**src/rtl/coef_pkg.sv**
```systemverilog
package coef_pkg;
  localparam int BUS_W  = 16;
  localparam int COEF_W = 20;
  localparam int LO_W   = COEF_W - BUS_W;

  // Joins an upper bus half and the low nibble of a second write.
  function automatic logic [COEF_W-1:0] coef_join(input logic [BUS_W-1:0] hi,
                                                  input logic [BUS_W-1:0] lo);
    logic [COEF_W-1:0] w;
    w = {hi, lo[LO_W-1:0]};
    return w;
  endfunction
endpackage

```
**src/rtl/coef_pair_asm.sv**
```systemverilog
module coef_pair_asm
  import coef_pkg::*;
(
  input  logic              clk,
  input  logic              rst_n,
  input  logic              accept,
  input  logic              rewind,
  input  logic [BUS_W-1:0]  data,
  output logic              lo_pend,
  output logic              word_valid,
  output logic [COEF_W-1:0] word
);
  logic [BUS_W-1:0] hi_q;

  always_ff @(posedge clk or negedge rst_n) begin
    if (!rst_n) begin
      lo_pend <= 1'b0;
      hi_q    <= '0;
    end else if (rewind) begin
      lo_pend <= 1'b0;
    end else if (accept) begin
      if (!lo_pend) hi_q <= data;
      lo_pend <= ~lo_pend;
    end
  end

  assign word_valid = accept & lo_pend;
  assign word       = coef_join(hi_q, data);

  AST_REWIND_UPPER: assert property (@(posedge clk) disable iff (!rst_n)
    rewind |=> !lo_pend);
endmodule

```
**src/rtl/coef_wr_ptr.sv**
```systemverilog
module coef_wr_ptr #(
  parameter int DEPTH = 16,
  localparam int CNT_W = $clog2(DEPTH + 1)
)(
  input  logic             clk,
  input  logic             rst_n,
  input  logic             rewind,
  input  logic             word_valid,
  output logic [CNT_W-1:0] ptr,
  output logic             full,
  output logic             mem_we
);
  assign full   = (ptr == CNT_W'(DEPTH));
  assign mem_we = word_valid & ~full;

  always_ff @(posedge clk or negedge rst_n) begin
    if (!rst_n)      ptr <= '0;
    else if (rewind) ptr <= '0;
    else if (mem_we) ptr <= ptr + 1'b1;
  end

  AST_NO_OVERFLOW: assert property (@(posedge clk) disable iff (!rst_n)
    ptr <= CNT_W'(DEPTH));
  AST_FULL_HOLD: assert property (@(posedge clk) disable iff (!rst_n)
    (full && !rewind) |=> full);
  AST_STEP_ONE: assert property (@(posedge clk) disable iff (!rst_n)
    (word_valid && !full && !rewind) |=> (ptr == $past(ptr) + 1'b1));
  AST_REWIND_ZERO: assert property (@(posedge clk) disable iff (!rst_n)
    rewind |=> (ptr == '0));
endmodule

```
**src/rtl/coef_run_ctrl.sv**
```systemverilog
module coef_run_ctrl (
  input  logic clk,
  input  logic rst_n,
  input  logic fir_dis,
  input  logic start_in,
  output logic rewind,
  output logic run
);
  logic dis_q;
  logic dis_fall;

  assign rewind   = fir_dis & ~dis_q;
  assign dis_fall = ~fir_dis & dis_q;

  always_ff @(posedge clk or negedge rst_n) begin
    if (!rst_n) begin
      dis_q <= 1'b0;
      run   <= 1'b1;
    end else begin
      dis_q <= fir_dis;
      if (rewind)                   run <= 1'b0;
      else if (dis_fall | start_in) run <= 1'b1;
    end
  end

  AST_DIS_WINS: assert property (@(posedge clk) disable iff (!rst_n)
    (rewind && start_in) |=> !run);
  AST_RESUME: assert property (@(posedge clk) disable iff (!rst_n)
    (start_in && !rewind) |=> run);
endmodule

```
**src/rtl/coef_store.sv**
```systemverilog
module coef_store
  import coef_pkg::*;
#(
  parameter int DEPTH = 16,
  localparam int ADDR_W = $clog2(DEPTH)
)(
  input  logic              clk,
  input  logic              rst_n,
  input  logic              we,
  input  logic [ADDR_W-1:0] wa,
  input  logic [COEF_W-1:0] wd,
  input  logic [ADDR_W-1:0] ra,
  output logic [COEF_W-1:0] rd
);
  logic [COEF_W-1:0] mem [DEPTH];

  for (genvar g = 0; g < DEPTH; g++) begin : g_word
    always_ff @(posedge clk) begin
      if (we && (wa == ADDR_W'(g))) mem[g] <= wd;
    end
  end

  always_ff @(posedge clk or negedge rst_n) begin
    if (!rst_n) rd <= '0;
    else        rd <= mem[ra];
  end
endmodule

```
**src/rtl/coef_loader_top.sv**
```systemverilog
module coef_loader_top
  import coef_pkg::*;
#(
  parameter int DEPTH = 16,
  localparam int ADDR_W = $clog2(DEPTH),
  localparam int CNT_W  = $clog2(DEPTH + 1)
)(
  input  logic              clk,
  input  logic              rst_n,
  input  logic              cbus_wr,
  input  logic [BUS_W-1:0]  cbus_data,
  input  logic              fir_dis,
  input  logic              start_in,
  input  logic [ADDR_W-1:0] rd_addr,
  output logic [COEF_W-1:0] rd_coef,
  output logic [CNT_W-1:0]  load_count,
  output logic              lo_pending,
  output logic              run
);
  logic              rewind;
  logic              accept;
  logic              word_valid;
  logic [COEF_W-1:0] word;
  logic              full;
  logic              mem_we;

  assign accept = cbus_wr & ~rewind;

  coef_run_ctrl u_ctrl (
    .clk(clk), .rst_n(rst_n), .fir_dis(fir_dis), .start_in(start_in),
    .rewind(rewind), .run(run)
  );

  coef_pair_asm u_asm (
    .clk(clk), .rst_n(rst_n), .accept(accept), .rewind(rewind),
    .data(cbus_data), .lo_pend(lo_pending), .word_valid(word_valid), .word(word)
  );

  coef_wr_ptr #(.DEPTH(DEPTH)) u_ptr (
    .clk(clk), .rst_n(rst_n), .rewind(rewind), .word_valid(word_valid),
    .ptr(load_count), .full(full), .mem_we(mem_we)
  );

  coef_store #(.DEPTH(DEPTH)) u_mem (
    .clk(clk), .rst_n(rst_n), .we(mem_we), .wa(load_count[ADDR_W-1:0]),
    .wd(word), .ra(rd_addr), .rd(rd_coef)
  );

  AST_UPPER_NO_STORE: assert property (@(posedge clk) disable iff (!rst_n)
    (cbus_wr && !lo_pending && !rewind) |=> (lo_pending && $stable(load_count)));
  AST_CLASH_DROP: assert property (@(posedge clk) disable iff (!rst_n)
    (cbus_wr && rewind) |=> (load_count == '0 && !lo_pending));
  AST_FULL_IGNORE: assert property (@(posedge clk) disable iff (!rst_n)
    (full && !rewind) |-> !mem_we);
endmodule

```
**config.mk**
```make
export PLATFORM = sky130hd
export DESIGN_NAME = coef_loader_top
export DESIGN_NICKNAME = d
export VERILOG_FILES = /design/src/rtl/coef_pkg.sv /design/src/rtl/coef_pair_asm.sv /design/src/rtl/coef_wr_ptr.sv /design/src/rtl/coef_run_ctrl.sv /design/src/rtl/coef_store.sv /design/src/rtl/coef_loader_top.sv
export SDC_FILE = /design/constraint.sdc
export NUM_CORES = 1
export LEC_CHECK = 0
export CAP_MARGIN = 20
export CORE_MARGIN = 3
export CORE_UTILIZATION = 60
export CTS_CLUSTER_SIZE = 28
export DETAILED_ROUTE_END_ITERATION = 10
export GPL_ROUTABILITY_DRIVEN = 0
export MAX_ROUTING_LAYER = met4
export PLACE_DENSITY = 0.79
export SYNTH_ARGS = -nofsm -noshare
export SYNTH_HDL_FRONTEND = slang
export SYNTH_SLANG_ARGS = --single-unit
```
**constraint.sdc**
```tcl
create_clock -name clk -period 6.95 [get_ports clk]
set_clock_uncertainty 0.2 [all_clocks]
set_input_delay 2.085 -clock clk [delete_from_list [all_inputs] [get_ports clk]]
set_output_delay 2.085 -clock clk [all_outputs]
set_load 0.02 [all_outputs]
```
# Yosys cells after proc, flatten, opt, wreduce, memory -nomap -nowiden
# Memory sizes are Yosys's and may differ from the RTL's. A register that Yosys moved wholly into a read port is not among the register bits.
# Cells that the tools add are included.
dict set report word_totals {
  wordCells 154
  inputBits 25
  ram_bits 320
  output_inout_bits 27
  mem_count 1
  register_bits 24
}
dict set report classes {
  reduce_logical 37
  bitwise 11
  n_eq_ne 16
  mux 83
  add_sub_neg 1
}
# name depth width rd rd_ports_with_merged_regs write_ports line
set mem_list {}
lappend mem_list {u_mem.mem 16 20 1 1 1 coef_store.sv:15} ;# logic [COEF_W-1:0] mem [DEPTH];
# cell n
set op_table {}
lappend op_table {{$mux 20} 15}
lappend op_table {{$reduce_or 20->1} 15}
lappend op_table {{$mux 4} 15}
lappend op_table {{$mux 1} 51}
lappend op_table {{$eq 4x4->1 const B} 8}
lappend op_table {{$eq 4x3->1 const B} 4}
lappend op_table {{$logic_and 1x1->1} 16}
lappend op_table {{$mux 5} 2}
lappend op_table {{$eq 4x2->1 const B} 2}
lappend op_table {{$reduce_bool 2->1} 3}
lappend op_table {{$add 5x1->5 const B} 1}
lappend op_table {{$and 1x1->1} 5}
lappend op_table {{$eq 5x5->1 const B} 1}
lappend op_table {{$not 1->1} 5}
lappend op_table {{$eq 4x1->1 const B} 1}
lappend op_table {{$logic_not 4->1} 1}
lappend op_table {{$reduce_and 3->1} 1}
lappend op_table {{$logic_not 1->1} 1}
lappend op_table {{$or 1x1->1} 1}

# Longest topological paths before layout
dict set report logic_depth {
  ltp_word 25
  depth_mapped 6
  mapped_depth_nobuf 6
}

# Modules after synthesis
# Synthesis repeated with hierarchy kept, for this count alone.
dict set report unflattened {
  hier_cells 609
  hier_area_um2 13693.1
}
# mod seq_area_each_um2 cells_per_inst instances area_each_um2
set modules_own_cells {}
lappend modules_own_cells {coef_store 10109.7 533 1 12630.9}
lappend modules_own_cells {coef_pair_asm 425.4 42 1 689.4}
lappend modules_own_cells {coef_wr_ptr 125.1 27 1 284.0}
lappend modules_own_cells {coef_run_ctrl 51.3 6 1 75.1}
lappend modules_own_cells {coef_loader_top 0.0 1 1 13.8}

# Worst setup path before layout
# OpenSTA, ideal clock, no wires.
dict set report synth_timing {
  kind {input port to flip-flop}
  start {input cbus_wr}
  end {memory u_mem.mem[0][0] (enable)}
  setup_time_ns 0.455
  path_buffers 0
  t_required_ns 6.295
  setup_slack_ns 1.716
  path_stages 4
  arrival_time_ns 4.579
  cell_sequence {and2_1 -> nand2_1 -> nor2_1 -> nor4b_1}
}
dict set report synth_between {
  elab_chain_cells 22
  word_cells_on_any_way 96
  classes_between {mux (62); bitwise (3); reduce/logical (31)}
}
# element line
set synth_rtl {}
lappend synth_rtl {{from (decl)} coef_loader_top.sv:10} ;# input logic cbus_wr,
lappend synth_rtl {{$and 1x1->1 (*)} coef_loader_top.sv:27} ;# assign accept = cbus_wr & ~rewind;
lappend synth_rtl {{$and 1x1->1 (*)} coef_pair_asm.sv:27} ;# assign word_valid = accept & lo_pend;
lappend synth_rtl {{$and 1x1->1 (*)} coef_wr_ptr.sv:14} ;# assign mem_we = word_valid & ~full;
lappend synth_rtl {{$logic_and 1x1->1} coef_store.sv:19} ;# if (we && (wa == ADDR_W'(g))) mem[g] <= wd;
lappend synth_rtl {{$mux 1} coef_store.sv:19}
lappend synth_rtl {{$mux 1 (implied by the code)} coef_store.sv:19}
lappend synth_rtl {{$reduce_or 20->1 (no line)} n/a}
lappend synth_rtl {{$mux 4 (no line) / $mux 1 (equally long branches) (15 in a row)} n/a}
lappend synth_rtl {{to (decl)} coef_store.sv:15}
# Every way passes the cells marked *; elsewhere a longest branch is shown, timed or not.

# Worst setup path after layout
dict set report layout_timing {
  start {input cbus_wr}
  end {memory u_mem.mem[11][11] (enable)}
}
# Same word-level chain as after synthesis.

==> results.py <==
metrics = {
    "synthesis": {
        "synth-edff-count": 320,
        "synth.distinct_cells": 29,
        "syn_inst": 609,
        "syn_area_sq_um": 13700,
        "synth_nets": 638,
        "synth_flop_cell": "edfxtp_1",
        "synth.avg_cell_area_sq_um": 22.5,
        "synth_top_area_share_pct": 70.2,
        "yosysSeqAreaShare_pct": 78.3,
        "ys_warn_count": 0,
        "synth_area_leaders": "edfxtp_1 (70%), mux4_2 (11%), dfrtp_1 (7.9%)",
        "yosysTopAreaCell": "edfxtp_1",
        "synth_seq_cells": 364,
        "synthArstFlopShare_pct": 12.1,
    },
    "detailed_routing": {
        "drtIter0Drc": 736,
        "wirelength_mm": 29.1,
        "antenna_left": 0,
        "vias_per_cell": 6.53,
        "vias": 6437,
        "routedWlPerCell_um": 29.5,
        "firstDrtPassIters": 5,
        "drc": 0,
    },
    "timing": {
        "timing.slew.headroom_pct": 24.7,
        "final.period_utilization_pct": 66.0,
        "layout_setup_ws_ns": 2.36,
        "setup_tns_ns": 0,
        "rsz0062_at_grt": "false",
        "max_freq_mhz": 218,
        "min_period_ns": 4.59,
        "worst_pin_slew_ns": 1.12,
        "finalSetupViolCount": 0,
        "worst_hold_slack_ns": 0.334,
        "hold_violations": 0,
        "slew_violations": 0,
    },
    "floorplanning": {
        "fp.dieH_um": 157,
        "coreArea_sq_um": 22100,
        "row_count": 54,
        "die_area_sq_um": 24600,
        "chipWidth_um": 157,
        "initial_utilization_pct": 61.9,
        "num_io_pins": 52,
    },
    "grt": {
        "grt_max_degree": 46,
        "antenna_found_initial": 0,
        "gr-usage-all-layers_pct": 24.6,
        "grt_pass1_wl_mm": 42.1,
        "grt_pass1_vias": 6542,
        "grt_overflow_total": 0,
    },
    "setup_path": {
        "cp_top_family": "simple AND/OR/NAND/NOR gates",
        "critPathRequiredTime_ns": 6.87,
        "cp.buffers_inverters": 1,
        "critPathLaunchType": "primary input",
        "worstSetupPathType": "primary input to register",
        "slowest_delay_ns": 0.93,
        "cp-end-kind": "register",
        "cp_slowest_cell": "and2_1",
        "worst_path_most_repeated_cell": "and2_1",
        "cp_max_fo": 20,
        "crit_path_cell_trace": "clkdlybuf4s50_1 > and2_1 > nand2_1 > nor3b_1 > and2_1",
        "cp.arrival_ns": 4.51,
    },
    "power": {
        "switching_power_w": 0.00117,
        "power_frac_clock_pct": 37.1,
        "p_per_area_nw_per_um2": 322,
        "swShare_pct": 23.3,
        "max-vdd-ir-drop_mv": 0.246,
        "power_frac_comb_pct": 7.0,
        "seqPwrFrac_pct": 55.9,
        "internal-power_w": 0.00387,
        "p_leak_nw": 5.21,
    },
    "clock_tree": {
        "insertion_delay_ns": 0.51,
        "cts_root_buffer": "clkbuf_16",
        "htreeDepth": 2,
        "numCtsBuffers": 36,
        "cts_buffer_depth": 3,
        "clock-sinks": 364,
        "holdBufCountCts": 0,
        "cts_tree": "built",
        "clk_pin_slew_ns": 0.06,
        "cts_post_setup_buffers_inserted": 0,
        "cts_resized": 0,
    },
    "layout": {
        "syn_to_final_growth_pct": 14.5,
        "final_core_util_pct": 70.9,
        "final_common_cell": "edfxtp_1",
        "finalNetCount": 709,
        "mostFrequentLayoutCells": "edfxtp_1 (320), mux4_2 (64), clkdlybuf4s50_1 (48)",
        "diodes": 0,
        "layout-drive-gt1-share_pct": 22.2,
        "fill_cells": 1263,
    },
    "placed_design": {
        "portBuffers": 51,
        "hpwl_mm": 16.9,
        "place_ws_ns": 1.90,
    },
    "worst_hold_path": {
        "worstHoldPathType": "register to register",
    },
    "run_status": {
        "status": "complete, no violations",
    },
    "flow_run": {
        "maxCapViolCount": 0,
    },
}
## power groups by stage
stage / Combinational, W / Clock [W] / Sequential, W
6_report: 0.000355 / 0.00187 / 0.00282
5_1_grt: 0.000378 / 0.00197 / 0.00283
4_1_cts: 0.000356 / 0.00188 / 0.00281
3_5_place_dp: 0.000352 / 0 / 0.00286
3_3_place_gp: 0.000345 / 0 / 0.00284
2_1_floorplan: 0.000186 / 0 / 0.00277
## per-layer routing
layer,wire [um],global-route usage [%],vias up
met1,11100,33.6,3408
li1,-,-,2671
met2,15100,39.4,310
met5,0,-,-
met4,782,7.25,0
met3,2050,4.07,48
## cells in the mapped netlist, types with 2 or more instances
library cell and count:
buf_4 5, nor2b_1 2, nor2_1 12, clkbuf_1 18
a22oi_1 40, inv_1 6, edfxtp_1 320, nor3b_1 2
xnor2_1 2, o21ai_0 2, nor4b_1 2, and2_1 13
buf_6 5, nand4_1 2, mux2i_1 2, dfrtp_1 43
mux4_1 16, mux2_2 16, xor2_1 2, nand2_1 24
mux4_2 64, ha_1 4
## worst min-delay path: stages (launching register included)
cell	delay (ns)
dfrtp_1	0.37
nand2_1	0.06
o21ai_0	0.07
## cells by family (layout without fill, tap and decap cells)
group / count (synthesis) / in the layout / share of synthesized area [%]
AO/OA/AOI/OAI: 43 / 43 / 2.32
buffers and inverters: 35 / 132 / 1.38
adder cells (fa/ha/maj): 4 / 4 / 0.366
multiplexers: 98 / 98 / 15.1
AND/OR/NAND/NOR: 61 / 61 / 2.30
flip-flops: 364 / 364 / 78.3
XOR/XNOR: 4 / 4 / 0.256
## final timing paths
check | to | startpoint | slack [ns] | cells past startpoint
hold reg to reg | u_ctrl.run | u_ctrl.dis_q | 0.33 | 2
max in group asynchronous | u_ctrl.dis_q | rst_n | 4.60 | 2
setup / recovery | u_mem.mem[11][11] | cbus_wr | 2.36 | 5
min in group asynchronous | u_mem.rd[1] | rst_n | 1.50 | 2
hold / removal | u_ctrl.run | u_ctrl.dis_q | 0.33 | 2
setup reg to reg | u_mem.mem[11][11] | u_asm.lo_pend | 4.00 | 4
## through the flow
step | power, W | cell area, sq um | instances
floorplan | 0.00296 | 13700 | 609
global placement | 0.00318 | 14500 | 919
detailed placement | 0.00321 | 14500 | 921
CTS | 0.00505 | 15600 | 985
global route | 0.00518 | 15700 | 986
finish | 0.00504 | 15700 | 986
## cell type report
cell class / instances / area (sq um) / share of cell area, %
Sequential cell: 364 / 10700 / 68.4
Clock buffer: 49 / 1020 / 6.52
Tap cell: 280 / 350 / 2.24
Clock inverter: 15 / 123 / 0.783
Timing Repair Buffer: 62 / 628 / 4.01
Inverter: 6 / 22.5 / 0.144
Multi-Input combinational cell: 210 / 2800 / 17.9
## flip-flops by register name, summed over array words and instances (netlist names)
name	count
u_ctrl.dis_q	1
u_ctrl.run	1
u_ptr.ptr	5
u_mem.rd	20
u_asm.hi_q	16
u_asm.lo_pend	1
u_mem.mem	320
Power figures use the tool's default switching activity.
